## config.mk

```make
export PLATFORM = sky130hd
export DESIGN_NAME = dp_bist_ctrl
export DESIGN_NICKNAME = d
export VERILOG_FILES = /design/src/rtl/dp_bist_pkg.sv /design/src/rtl/dp_bist_pn.sv /design/src/rtl/dp_bist_crc.sv /design/src/rtl/dp_bist_cnt.sv /design/src/rtl/dp_bist_ctrl.sv
export SDC_FILE = /design/constraint.sdc
export NUM_CORES = 1
export LEC_CHECK = 0
export BUFFER_PORTS_ARGS = -buffer_cell sky130_fd_sc_hd__buf_2
export CORE_MARGIN = 4
export CORE_UTILIZATION = 40
export DETAILED_ROUTE_END_ITERATION = 10
export SYNTH_ARGS = -nofsm -noshare
export SYNTH_HDL_FRONTEND = slang
export SYNTH_SLANG_ARGS = --single-unit
export TNS_END_PERCENT = 30
```

## constraint.sdc

```tcl
create_clock -name clk_i -period 6 [get_ports clk_i]
set_clock_uncertainty 0.05 [all_clocks]
set_input_delay 0.3 -clock clk_i [delete_from_list [all_inputs] [get_ports clk_i]]
set_output_delay 0.3 -clock clk_i [all_outputs]
set_load 0.01 [all_outputs]
```

## src/rtl/dp_bist_pkg.sv

```systemverilog
package dp_bist_pkg;
  localparam int unsigned ADDR_W   = 8;
  localparam int unsigned DATA_W   = 8;
  localparam int unsigned SIG_W    = 16;
  localparam logic [ADDR_W-1:0] CTL_ADDR = 8'h0E;
  localparam logic [ADDR_W-1:0] STS_ADDR = 8'h0F;
  localparam int unsigned CTL_EN_BIT   = 0;
  localparam int unsigned CTL_INIT_BIT = 2;
  localparam int unsigned STS_PASS_BIT = 0;
  localparam int unsigned STS_BUSY_BIT = 1;

  // MSB-first CRC update over one data word
  function automatic logic [SIG_W-1:0] crc_word(input logic [SIG_W-1:0] c,
                                                input logic [DATA_W-1:0] d,
                                                input logic [SIG_W-1:0] poly);
    logic [SIG_W-1:0] r;
    logic             fb;
    r = c;
    for (int i = DATA_W - 1; i >= 0; i--) begin
      fb = r[SIG_W-1] ^ d[i];
      r  = {r[SIG_W-2:0], 1'b0} ^ (fb ? poly : '0);
    end
    return r;
  endfunction
endpackage

```

## src/rtl/dp_bist_pn.sv

```systemverilog
module dp_bist_pn #(
  parameter int unsigned LFSR_W = 9,
  parameter int unsigned TAP_HI = 9,
  parameter int unsigned TAP_LO = 5,
  parameter int unsigned STEPS  = 8,
  parameter int unsigned WORD_W = 8
) (
  input  logic              clk_i,
  input  logic              rst_ni,
  input  logic              load_i,
  input  logic              step_i,
  output logic [WORD_W-1:0] word_o
);
  localparam logic [LFSR_W-1:0] SEED = '1;

  logic [LFSR_W-1:0] state_q, state_adv;

  always_comb begin
    state_adv = state_q;
    for (int i = 0; i < STEPS; i++)
      state_adv = {state_adv[LFSR_W-2:0], state_adv[TAP_HI-1] ^ state_adv[TAP_LO-1]};
  end

  assign word_o = state_adv[WORD_W-1:0];

  always_ff @(posedge clk_i or negedge rst_ni) begin
    if (!rst_ni)     state_q <= SEED;
    else if (load_i) state_q <= SEED;
    else if (step_i) state_q <= state_adv;
  end
endmodule

```

## src/rtl/dp_bist_crc.sv

```systemverilog
module dp_bist_crc
  import dp_bist_pkg::*;
#(
  parameter int unsigned      N_CH = 2,
  parameter logic [SIG_W-1:0] POLY = 16'h1021,
  parameter logic [SIG_W-1:0] INIT = 16'hFFFF
) (
  input  logic                          clk_i,
  input  logic                          rst_ni,
  input  logic                          clear_i,
  input  logic                          upd_i,
  input  logic [N_CH-1:0][DATA_W-1:0]   data_i,
  output logic [SIG_W-1:0]              sig_next_o
);
  logic [SIG_W-1:0] sig_q;
  logic [SIG_W-1:0] chain [N_CH+1];

  assign chain[0] = sig_q;
  for (genvar g = 0; g < N_CH; g++) begin : g_ch
    assign chain[g+1] = crc_word(chain[g], data_i[g], POLY);
  end
  assign sig_next_o = chain[N_CH];

  always_ff @(posedge clk_i or negedge rst_ni) begin
    if (!rst_ni)      sig_q <= INIT;
    else if (clear_i) sig_q <= INIT;
    else if (upd_i)   sig_q <= sig_next_o;
  end
endmodule

```

## src/rtl/dp_bist_cnt.sv

```systemverilog
module dp_bist_cnt #(
  parameter int unsigned LIMIT = 512,
  localparam int unsigned CNT_W = (LIMIT > 1) ? $clog2(LIMIT) : 1
) (
  input  logic clk_i,
  input  logic rst_ni,
  input  logic clear_i,
  input  logic inc_i,
  output logic last_o
);
  localparam logic [CNT_W-1:0] LAST = CNT_W'(LIMIT - 1);
  logic [CNT_W-1:0] cnt_q;

  assign last_o = (cnt_q == LAST);

  always_ff @(posedge clk_i or negedge rst_ni) begin
    if (!rst_ni)      cnt_q <= '0;
    else if (clear_i) cnt_q <= '0;
    else if (inc_i)   cnt_q <= cnt_q + 1'b1;
  end
endmodule

```

## src/rtl/dp_bist_ctrl.sv

```systemverilog
module dp_bist_ctrl
  import dp_bist_pkg::*;
#(
  parameter int unsigned      RUN_LEN = 512,
  parameter logic [SIG_W-1:0] EXP_SIG = 16'h0000
) (
  input  logic              clk_i,
  input  logic              rst_ni,
  input  logic              reg_we_i,
  input  logic [ADDR_W-1:0] reg_addr_i,
  input  logic [DATA_W-1:0] reg_wdata_i,
  output logic [DATA_W-1:0] reg_rdata_o,
  output logic              inj_sel_o,
  output logic [DATA_W-1:0] inj_a_o,
  output logic [DATA_W-1:0] inj_b_o,
  input  logic              ret_valid_i,
  input  logic [DATA_W-1:0] ret_a_i,
  input  logic [DATA_W-1:0] ret_b_i,
  output logic              busy_o,
  output logic              pass_o
);
  localparam int unsigned N_CH = 2;

  logic en_q, init_q, inj_q, pass_q;
  logic ctl_wr, start, inj_last, ret_last, ret_take, done;
  logic [DATA_W-1:0] pn_word;
  logic [SIG_W-1:0]  sig_next;
  logic [DATA_W-1:0] unused_wdata;

  assign unused_wdata = reg_wdata_i;

  // control writes land only while idle
  assign ctl_wr   = reg_we_i && (reg_addr_i == CTL_ADDR) && !en_q;
  assign start    = ctl_wr && reg_wdata_i[CTL_EN_BIT];
  assign ret_take = en_q && ret_valid_i;
  assign done     = ret_take && ret_last;

  dp_bist_pn #(.LFSR_W(9), .TAP_HI(9), .TAP_LO(5), .STEPS(DATA_W), .WORD_W(DATA_W)) u_pn (
    .clk_i, .rst_ni,
    .load_i (start && reg_wdata_i[CTL_INIT_BIT]),
    .step_i (inj_q),
    .word_o (pn_word)
  );

  dp_bist_cnt #(.LIMIT(RUN_LEN)) u_inj_cnt (
    .clk_i, .rst_ni, .clear_i(start), .inc_i(inj_q), .last_o(inj_last)
  );

  dp_bist_cnt #(.LIMIT(RUN_LEN)) u_ret_cnt (
    .clk_i, .rst_ni, .clear_i(start), .inc_i(ret_take), .last_o(ret_last)
  );

  dp_bist_crc #(.N_CH(N_CH)) u_crc (
    .clk_i, .rst_ni,
    .clear_i    (start),
    .upd_i      (ret_take),
    .data_i     ({ret_b_i, ret_a_i}),
    .sig_next_o (sig_next)
  );

  always_ff @(posedge clk_i or negedge rst_ni) begin
    if (!rst_ni) begin
      en_q   <= 1'b0;
      init_q <= 1'b0;
      inj_q  <= 1'b0;
      pass_q <= 1'b0;
    end else begin
      if (ctl_wr) init_q <= reg_wdata_i[CTL_INIT_BIT];
      if (start)                 inj_q <= 1'b1;
      else if (inj_q && inj_last) inj_q <= 1'b0;
      if (start)     en_q <= 1'b1;
      else if (done) en_q <= 1'b0;
      if (done) pass_q <= (sig_next == EXP_SIG);
    end
  end

  assign inj_sel_o = inj_q;
  assign inj_a_o   = inj_q ? pn_word  : '0;
  assign inj_b_o   = inj_q ? ~pn_word : '0;
  assign busy_o    = en_q;
  assign pass_o    = pass_q;

  always_comb begin
    reg_rdata_o = '0;
    if (reg_addr_i == CTL_ADDR) begin
      reg_rdata_o[CTL_EN_BIT]   = en_q;
      reg_rdata_o[CTL_INIT_BIT] = init_q;
    end else if (reg_addr_i == STS_ADDR) begin
      reg_rdata_o[STS_PASS_BIT] = pass_q;
      reg_rdata_o[STS_BUSY_BIT] = en_q;
    end
  end
endmodule

```

==> results.sh <==
export IMPL_status="completed"
export IMPL_placedCellCount=437
export IMPL_wl_um=6070
export IMPL_final_core_util_pct=47.0
export IMPL_fin_tns_setup_ps=0
export IMPL_hold_violations=0
export IMPL_synth_seq_area_share_pct=40.8
export IMPL_reg2reg_setup_slack_ps=3490
export IMPL_ys_flop_type="dfstp_2"
export IMPL_power_density_nw_per_um2=574
export IMPL_antenna_found_initial=0
export IMPL_io_pins=63
export IMPL_die_w_um=94.1
export IMPL_grt_pass1_vias=2074
export IMPL_rsz0062_at_grt="false"
export IMPL_grt_start_max_net_pins=48
export IMPL_worst_slack_ps=3490
export IMPL_synth_top_cell_area_share_pct=22.2
export IMPL_die_h_um=94.1
export IMPL_gp_congestion=0.775
export IMPL_grt_usage_pct=14.6
export IMPL_yosys_top_cells_area="dfstp_2 (22%), dfrtp_1 (19%), xnor2_1 (11%), nor2_1 (5.4%), xor2_1 (5.3%)"
export IMPL_slowest_stage="and2_1"
export IMPL_post_synth_top_count_cell="nor2_1"
export IMPL_place_ws_ps=3160
export IMPL_die_area_um2=8850
export IMPL_slew_headroom_pct=30.3
export IMPL_clk_pin_slew_ps=90
export IMPL_clock_latency_ps=300
export IMPL_slew_viol_final=0
export IMPL_vdd_drop_max_mv=0.209
export IMPL_syn_cell_area_um2=2960
export IMPL_num_rows=31
export IMPL_cts_repair_resized=0
export IMPL_fin_cells=445
export IMPL_cp_max_fo=27
export IMPL_vias=2125
export IMPL_cpPeakStageDelay_ps=890
export IMPL_async_flop_share_pct=100
export IMPL_worst_slew_pin_slew_ps=1050
export IMPL_cts_sinks=47
export IMPL_synthDistinctLibCells=45
export IMPL_tritoncts="done"
export IMPL_synthTopCellsByCount="nor2_1 (43), xnor2_1 (37), nand2_1 (28), dfstp_2 (25), dfrtp_1 (22)"
export IMPL_grt_pass1_wl_um=10200
export IMPL_ys_seq_elements=47
export IMPL_critical_path_top_delay_family="simple AND/OR/NAND/NOR gates"
export IMPL_startpoint_type="flop"
export IMPL_path_class="reg2reg"
export IMPL_path_buf_inv=0
export IMPL_hpwl_um=4340
export IMPL_fin_area_um2=3390
export IMPL_start_util_pct=41.1
export IMPL_syn2layout_area_growth_pct=14.5
export IMPL_fin_crit_ps=2510
export IMPL_synth_area_leader_cell="dfstp_2"
export IMPL_syn_inst=298
export IMPL_wl_per_cell_um=13.6
export IMPL_clk_path_buf_depth=2
export IMPL_drv_cap=0
export IMPL_fmax_ghz=0.398
export IMPL_arrival_ps=2690
export IMPL_p_total_mw=1.95
export IMPL_antenna_cells=0
export IMPL_htreeDepth=2
export IMPL_viasPerCell=4.78
export IMPL_drive_above_1_share_pct=29.5
export IMPL_min_path_type="in2async"
export IMPL_leakagePower_nw=1.56
export IMPL_period_share_pct=41.8
export IMPL_post_cts_buffers=0
export IMPL_ctsHoldBuffers=0
export IMPL_drtAntennaViolNets=0
export IMPL_final_nets=385
export IMPL_grt_ovfl_total=0
export IMPL_cts_buffers=5
export IMPL_coreArea_um2=7210
export IMPL_finalSetupViolations=0
export IMPL_first_pass_iters=4
export IMPL_worstPathRequired_ps=6180
export IMPL_drt_initial_drc_count=67
export IMPL_portBuffers=51
export IMPL_synth_edf_count=0
export IMPL_hold_ws_ps=134
export IMPL_cp_end_kind="flop"
export IMPL_syn_area_per_cell_um2=9.94
export IMPL_root_buffer="clkbuf_8"
export IMPL_drc=0
export IMPL_ys_warn_count=0
export IMPL_path_cells="nand2b_1 -> nor4_1 -> and2_1 -> nand2_1 -> o21ai_0"
export IMPL_place_area_um2=3280
-- worst reg2reg max path, stage by stage (launching register included) --
cell      delay [ps]
dfrtp_1          460
nand2b_1         170
nor4_1           360
and2_1           890
nand2_1          350
o21ai_0          170
-- power by group --
group | total, mW | leakage [nW] | switching (mW) | internal [mW]
clock network | 0.235 | 0.0581 | 0.111 | 0.124
logic | 1.16 | 0.935 | 0.596 | 0.564
registers | 0.552 | 0.563 | 0.0850 | 0.467
-- registers in the layout (all words and copies together) (netlist names) --
| name | flops |
|---|---|
| u_crc.sig_q | 16 |
| u_pn.state_q | 9 |
| init_q | 1 |
| busy_o | 1 |
| u_inj_cnt.cnt_q | 9 |
| pass_o | 1 |
| u_ret_cnt.cnt_q | 9 |
| inj_sel_o | 1 |
-- layout by cell type, fill, tap and decap left out, types with 3 or more instances in the layout --
| cell | count |
|---|---|
| dfrtp_1 | 22 |
| a221o_1 | 3 |
| nand2_1 | 28 |
| ha_1 | 4 |
| a22oi_1 | 6 |
| xnor2_2 | 5 |
| and2_1 | 11 |
| mux2i_1 | 5 |
| dfstp_2 | 25 |
| clkbuf_8 | 5 |
| inv_1 | 5 |
| and3_1 | 5 |
| buf_2 | 51 |
| conb_1 | 5 |
| xnor3_2 | 3 |
| xnor2_1 | 37 |
| nand4_1 | 6 |
| a21oi_1 | 6 |
| o21ai_0 | 20 |
| nor2_1 | 43 |
| xor2_1 | 18 |
-- area by class of cell --
type,instances,area (um2)
Clock inverter,3,43.8
Timing Repair Buffer,51,255
Tap cell,99,124
Inverter,5,18.8
Fill cell,697,3820
Clock buffer,5,68.8
Sequential cell,47,1210
Multi-Input combinational cell,235,1670
-- final timing paths --
path	to	startpoint	cells past startpoint
max reg2reg	u_pn.state_q[4]	busy_o	5
min reg2reg	u_crc.sig_q[14]	u_crc.sig_q[14]	2
min	init_q	rst_ni	1
min in group clk_i	u_pn.state_q[2]	reg_wdata_i[2]	2
max	u_pn.state_q[4]	busy_o	5
max in group asynchronous	u_ret_cnt.cnt_q[2]	rst_ni	1
-- metal layers --
| layer | part of all wire [%] | global-route usage, % |
|---|---|---|
| met5 | 0 | 0 |
| met2 | 44 | 22.2 |
| met3 | 4.1 | 2.80 |
| met1 | 51 | 21.4 |
| met4 | 0.91 | 3.49 |
-- logic make-up after synthesis --
logic type,share of synthesized area (%)
AOI/OAI and AO/OA,8.15
xor gates and xnor gates,26.0
buffers and inverters,3.25
and+or+nand+nor,18.0
muxes,2.07
DFF,40.8
other,0.127
adders and majority gates,1.69
Power figures use the tool's default switching activity.
